===== config.mk =====
export PLATFORM = sky130hd
export DESIGN_NAME = host_bus_slave
export DESIGN_NICKNAME = d
export VERILOG_FILES = /design/src/rtl/hbs_pkg.sv /design/src/rtl/hbs_sync.sv /design/src/rtl/hbs_code_fifo.sv /design/src/rtl/host_bus_slave.sv
export SDC_FILE = /design/constraint.sdc
export NUM_CORES = 1
export LEC_CHECK = 0
export CAP_MARGIN = 20
export CORE_MARGIN = 4
export CORE_UTILIZATION = 50
export CTS_BUF_LIST = sky130_fd_sc_hd__clkbuf_4
export DETAILED_ROUTE_END_ITERATION = 6
export GPL_TIMING_DRIVEN = 0
export PLACE_DENSITY = 0.74
export SYNTH_ARGS = -nofsm -noshare
export SYNTH_HDL_FRONTEND = slang
export SYNTH_SLANG_ARGS = --single-unit

===== constraint.sdc =====
create_clock -name clk -period 4.1 [get_ports clk]
set_input_delay 0.615 -clock clk [delete_from_list [all_inputs] [get_ports clk]]
set_output_delay 0.615 -clock clk [all_outputs]
set_load 0.01 [all_outputs]

===== src/rtl/hbs_pkg.sv =====
package hbs_pkg;
    typedef struct packed {
        logic wide;
        logic swap;
        logic typeb;
    } cfg_t;

    localparam logic [3:0] REG_CODE = 4'd0;
    localparam logic [3:0] REG_MASK = 4'd1;
    localparam logic [3:0] REG_STAT = 4'd2;
    localparam logic [3:0] REG_SCR  = 4'd3;
endpackage


===== src/rtl/hbs_sync.sv =====
module hbs_sync #(
    parameter int W = 3
) (
    input  logic         clk,
    input  logic         rst_n,
    input  logic [W-1:0] d,
    output logic [W-1:0] q
);
    logic [W-1:0] s1_q, s2_q;

    always_ff @(posedge clk) begin
        if (!rst_n) begin
            s1_q <= '1;
            s2_q <= '1;
        end else begin
            s1_q <= d;
            s2_q <= s1_q;
        end
    end

    assign q = s2_q;
endmodule


===== src/rtl/hbs_code_fifo.sv =====
module hbs_code_fifo #(
    parameter int BURST = 4,
    localparam int DEPTH = BURST + 2,
    localparam int CW = $clog2(DEPTH + 1)
) (
    input  logic          clk,
    input  logic          rst_n,
    input  logic          push,
    input  logic [7:0]    wdata,
    input  logic          pop,
    output logic [7:0]    head,
    output logic          valid,
    output logic          ready,
    output logic [CW-1:0] level
);
    localparam int AW = (DEPTH > 1) ? $clog2(DEPTH) : 1;

    typedef struct packed {
        logic [AW-1:0] wp;
        logic [AW-1:0] rp;
        logic [CW-1:0] cnt;
    } fs_t;

    fs_t q, d;
    logic [7:0] mem [DEPTH];
    logic do_push, do_pop;

    function automatic logic [AW-1:0] step(input logic [AW-1:0] p);
        return (p == AW'(DEPTH - 1)) ? '0 : p + AW'(1);
    endfunction

    always_comb begin
        do_push = push && (q.cnt != CW'(DEPTH));
        do_pop  = pop && (q.cnt != '0);
        d = q;
        if (do_push) d.wp = step(q.wp);
        if (do_pop)  d.rp = step(q.rp);
        d.cnt = q.cnt + CW'(do_push) - CW'(do_pop);
    end

    always_ff @(posedge clk) begin
        if (!rst_n) q <= '0;
        else        q <= d;
    end

    always_ff @(posedge clk) begin
        if (do_push) mem[q.wp] <= wdata;
    end

    assign head  = mem[q.rp];
    assign valid = (q.cnt != '0);
    assign ready = (CW'(DEPTH) - q.cnt) > CW'(2);
    assign level = q.cnt;
endmodule


===== src/rtl/host_bus_slave.sv =====
module host_bus_slave #(
    parameter int NEV      = 4,
    parameter int BURST    = 4,
    parameter int WAIT_CYC = 2
) (
    input  logic           clk,
    input  logic           rst_n,
    input  logic           strap_wide,
    input  logic           strap_swap,
    input  logic           strap_typeb,
    input  logic           cs_n,
    input  logic [3:0]     addr,
    input  logic           ctl_a,
    input  logic           ctl_b,
    input  logic [15:0]    din,
    output logic [15:0]    dout,
    output logic           dout_oe,
    output logic           ack_n,
    output logic           ack_oe,
    output logic           irq_n,
    output logic           irq_oe,
    output logic           rdy,
    input  logic [NEV-1:0] evt,
    input  logic           code_pop,
    output logic [7:0]     code_data,
    output logic           code_valid
);
    import hbs_pkg::*;

    localparam int DEPTH = BURST + 2;
    localparam int CW    = $clog2(DEPTH + 1);
    localparam int WC_W  = $clog2(WAIT_CYC + 1);

    typedef struct packed {
        cfg_t            cfg;
        logic            act_prev;
        logic            is_wr;
        logic [3:0]      aa;
        logic            rd_oe;
        logic            ack_act;
        logic            ack_hold;
        logic [WC_W-1:0] wcnt;
        logic [NEV-1:0]  pend;
        logic [NEV-1:0]  mask;
        logic            irq_hold;
        logic [15:0]     scr;
        logic [15:0]     dout;
    } st_t;

    st_t q, d;

    logic [2:0]    sync_out;
    logic          cs_s, ca_s, cb_s;
    logic          act, rd, start, fin, irq_act;
    logic [15:0]   word_in, rdata;
    logic          push;
    logic [CW-1:0] fifo_level;
    cfg_t          cur_cfg;

    hbs_sync #(.W(3)) u_sync (
        .clk   (clk),
        .rst_n (rst_n),
        .d     ({cs_n, ctl_a, ctl_b}),
        .q     (sync_out)
    );
    assign {cs_s, ca_s, cb_s} = sync_out;

    function automatic logic [15:0] lane_map(input cfg_t c, input logic [15:0] w);
        if (!c.wide)     return {8'h00, w[7:0]};
        else if (c.swap) return {w[7:0], w[15:8]};
        else             return w;
    endfunction

    always_comb begin
        act     = !cs_s && (q.cfg.typeb ? (!ca_s || !cb_s) : !cb_s);
        rd      = q.cfg.typeb ? !cb_s : ca_s;
        start   = act && !q.act_prev;
        fin     = !act && q.act_prev;
        word_in = lane_map(q.cfg, din);
        irq_act = |(q.pend & q.mask);
        push    = fin && q.is_wr && (q.aa == REG_CODE);

        case (addr)
            REG_MASK: rdata = 16'(q.mask);
            REG_STAT: rdata = 16'(q.pend);
            REG_SCR:  rdata = q.scr;
            default:  rdata = '0;
        endcase

        d          = q;
        d.act_prev = act;
        d.ack_hold = q.ack_act;
        d.irq_hold = irq_act;
        d.pend     = q.pend | evt;

        if (start) begin
            d.aa    = addr;
            d.is_wr = !rd;
            d.rd_oe = rd;
            if (rd) begin
                d.dout = lane_map(q.cfg, rdata);
                if (addr == REG_STAT) d.pend = evt;
            end
            d.ack_act = 1'b1;
            d.wcnt    = WC_W'(WAIT_CYC - 1);
        end else if (fin) begin
            d.rd_oe   = 1'b0;
            d.ack_act = 1'b0;
            if (q.is_wr) begin
                case (q.aa)
                    REG_MASK: d.mask = word_in[NEV-1:0];
                    REG_SCR:  d.scr  = word_in;
                    default:  ;
                endcase
            end
        end else if (q.cfg.typeb && q.ack_act) begin
            if (q.wcnt == '0) d.ack_act = 1'b0;
            else              d.wcnt = q.wcnt - WC_W'(1);
        end
    end

    always_ff @(posedge clk) begin
        if (!rst_n) begin
            q     <= '0;
            q.cfg <= '{wide: strap_wide, swap: strap_swap, typeb: strap_typeb};
        end else begin
            q <= d;
        end
    end

    hbs_code_fifo #(.BURST(BURST)) u_fifo (
        .clk   (clk),
        .rst_n (rst_n),
        .push  (push),
        .wdata (word_in[7:0]),
        .pop   (code_pop),
        .head  (code_data),
        .valid (code_valid),
        .ready (rdy),
        .level (fifo_level)
    );

    assign cur_cfg = q.cfg;
    assign dout    = q.dout;
    assign dout_oe = q.rd_oe;
    assign ack_n   = !q.ack_act;
    assign ack_oe  = q.ack_act || q.ack_hold;
    assign irq_n   = !irq_act;
    assign irq_oe  = irq_act || q.irq_hold;
endmodule


==> metrics.cfg <==
[drt]
drc_errors=0
routed_via_density=5.43
firstDrtPassIters=5
drt_first_iter_violations=292
drtAntennaViolNets=0
wl_per_cell_um=16.0
wl_um=11200
num_vias=3804

[clock_network]
clockBufferDepth=2
post-cts-setup-buffers=0
cts_tree=built
cts_root_buf=clkbuf_4
cts_hold_buf=0
htree_levels=4
clkLatencyLatePin_ns=0.51
clk_pin_slew_ns=0.10
cts.sinks=121
ctsResizeCount=0
cts_made_buffers=17

[place]
pre_cts_ws_ns=1.34
port_buffers=62
dp_hpwl_um=8280
place.gp.congestion=0.846

[sta]
finalSetupTns_ns=0
setup_viol=0
slew_headroom_pct=56.6
max_clock_freq_ghz=0.315
maxSlewViolCount=0
fin_crit_ns=3.18
hold_viol=0
worst_slack_ns=0.921
fin_crit_sh_pct=77.5
fin_skew_ns=0.0147
worst_pin_slew_ns=0.650
rsz0062_at_grt=false

[power_and_ir_drop]
ir_worst_vdd_mv=0.195
power_mw=2.69
clkPwrFrac_pct=31.9
seq_power_share_pct=49.2
power.switching_mw=0.682
switching_share_pct=25.4
power_density_nw_per_um2=420
p_leak_nw=2.30
comb_power_share_pct=19.0
p_int_mw=2.00

[yosys]
synth_cell_types=53
synth.area.mux_share_pct=11.7
synth_area_um2=5260
synth_area_leaders=edfxtp_1 29%, dfxtp_1 27%, mux2i_1 4.0%
yosys_warnings=0
synth-seq-cells=121
async_flop_share_pct=0
synthFlopType=dfxtp_1
syn_area_per_cell_um2=11.3
syn_inst=465
synth_edf_count=51
yosys.area_share.simple_pct=14.3
synth_fp_nets=508
synth_top_area_cell=edfxtp_1
synthAdderAreaFrac_pct=2.52
seq_area_frac_synth_pct=55.7
synth_top_area_share_pct=29.1
synth_compound_area_share_pct=8.65
synth_top_family_by_area=simple AND/OR/NAND/NOR gates
synth-xor-area-share_pct=0.832

[floorplan]
die_area_um2=12200
core_area_um2=10300
fp-row-count=37
start_util_pct=51.2
die_h_um=111
die-width_um=111
io_pins=64

[global_route]
grt_pass1_vias=3794
grt_max_degree=17
grt_overflow=0
track_usage_pct=19.1
antenna_found_initial=0
grt_pass1_wl_um=18800

[job]
maxCapViolations=0

[setup_path]
crit_path_start_kind=flip-flop
r2r_end=u_fifo.mem[5][7]$_DFFE_PP_
reg2reg_from=cur_cfg[0]$_DFFE_PN_
criticalPathCategory=reg -> out
cp_top_family=buffers and inverters
arrival_ns=2.56
path_buf_inv=3
reg2reg_setup_slack_ns=1.38
crit_slowest_cell=mux4_2
cpPeakStageDelay_ns=0.53
crit_required_ns=3.48
rr_worst_depth=10
path_max_fanout=10
cp-end-kind=output port
crit_chain=buf_2 > buf_4 > mux4_2 > nor2_1 > a21oi_1 > clkdlybuf4s50_1

[hold_path]
min_from=u_sync.s1_q[0]$_SDFF_PN1_
whs_path_depth=1
whs_endpoint=u_sync.q[0]$_SDFF_PN1_
min_path_type=reg -> reg

[outcome]
status=finished clean

[cells_and_area]
final_common_cell=dfxtp_1
final_layout_size_suffix_gt1_share_pct=17.9
fillers=874
nets=595
area_delta_synth_final_pct=21.4
most-common-layout-cells=70 x dfxtp_1, 62 x clkdlybuf4s50_1, 51 x edfxtp_1, 37 x nor2_1, 37 x a21oi_1
diodes=0

-- Yosys cell counts (all sizes together), types with 2 or more instances --
cell     n
a211oi  10
a21oi   37
a22o     4
a22oi    2
and2     7
and2b    2
and4bb   2
buf     33
clkbuf  10
dfxtp   70
edfxtp  51
ha       9
inv     20
mux2    20
mux2i   21
mux4     8
nand2   37
nand2b   8
nand3   26
nand4    3
nor2    37
nor2b    2
nor3     6
nor3b    2
nor4bb   2
o211ai   4
o21a     2
o21ai    3
o221ai   3
or2      2
or3      6
xnor2    4
-- logic make-up after synthesis --
| group | Yosys count |
|---|---|
| compound gates | 69 |
| xor+xnor | 5 |
| fa+ha+maj | 10 |
| buf+inv | 63 |
| flops | 121 |
| mux | 49 |
| simple gates | 148 |
-- flip-flops by register name (all words and copies together) (netlist names), named ones only --
signal,flops
cur_cfg,3
d,1
u_fifo.mem,48
u_fifo.q,6
dout,16
q,34
dout_oe,1
u_sync.s1_q,3
u_sync.q,3
u_fifo.level,3
-- routing by layer --
metal | vias up | wire (µm) | global-route usage, %
met5 | - | 0 | 0
met4 | 0 | 151 | 5.42
met3 | 17 | 816 | 5.70
met2 | 145 | 5430 | 31.0
met1 | 1807 | 4820 | 25.0
li1 | 1835 | - | -
-- worst register-to-register path, cell delays in order, from the launching register on --
cell and delay [ns]:
edfxtp_1 0.48, nand2b_1 0.11, a21oi_1 0.09, inv_2 0.08, ha_1 0.17, and4bb_1 0.30, and2_1 0.15, clkbuf_1 0.22
nand2_1 0.11, nor3b_1 0.44, buf_2 0.29
-- worst max-delay path by stage --
| stage | depth (start not counted) | start | to | slack (ns) |
|---|---|---|---|---|
| after floorplan | 8 | cur_cfg[0]$_DFFE_PN_ | u_fifo.mem[0][0]$_DFFE_PP_ | 1.39 |
| after global placement | 8 | cur_cfg[0]$_DFFE_PN_ | u_fifo.mem[0][2]$_DFFE_PP_ | 0.62 |
| after detailed placement | 10 | cur_cfg[0]$_DFFE_PN_ | u_fifo.mem[5][5]$_DFFE_PP_ | 1.34 |
| after CTS | 6 | flip-flop | code_data[5] | 0.86 |
| after global routing | 6 | flip-flop | code_data[5] | 0.75 |
| final | 6 | flip-flop | code_data[5] | 0.92 |
-- final cells by class --
type	instances	area (µm²)	area share [%]
Buffer	43	256	4.01
Clock inverter	11	133	2.07
Multi-Input combinational cell	281	2010	31.5
Timing Repair Buffer	68	656	10.3
Clock buffer	21	158	2.47
Tap cell	136	170	2.66
Sequential cell	121	2930	45.9
Inverter	20	75.1	1.17
-- through the flow --
| stage | hold slack, ns | instances | util [%] | instance area (µm²) |
|---|---|---|---|---|
| finish | 0.414 | 701 | 62.2 | 6390 |
| global placement | 0.389 | 663 | 58.9 | 6050 |
| detailed placement | 0.395 | 669 | 59.4 | 6100 |
| global route | 0.413 | 701 | 62.2 | 6390 |
| floorplan | 0.386 | 465 | - | 5260 |
| CTS | 0.396 | 701 | 62.2 | 6390 |
-- power by group through the flow --
stage / Sequential, mW / Combinational [mW] / Clock (mW)
floorplan: 1.34 / 0.331 / 0
global placement: 1.35 / 0.502 / 0
detailed placement: 1.35 / 0.521 / 0
CTS: 1.32 / 0.523 / 0.871
global route: 1.33 / 0.565 / 0.925
finish: 1.32 / 0.509 / 0.856
Power figures use the tool's default switching activity.
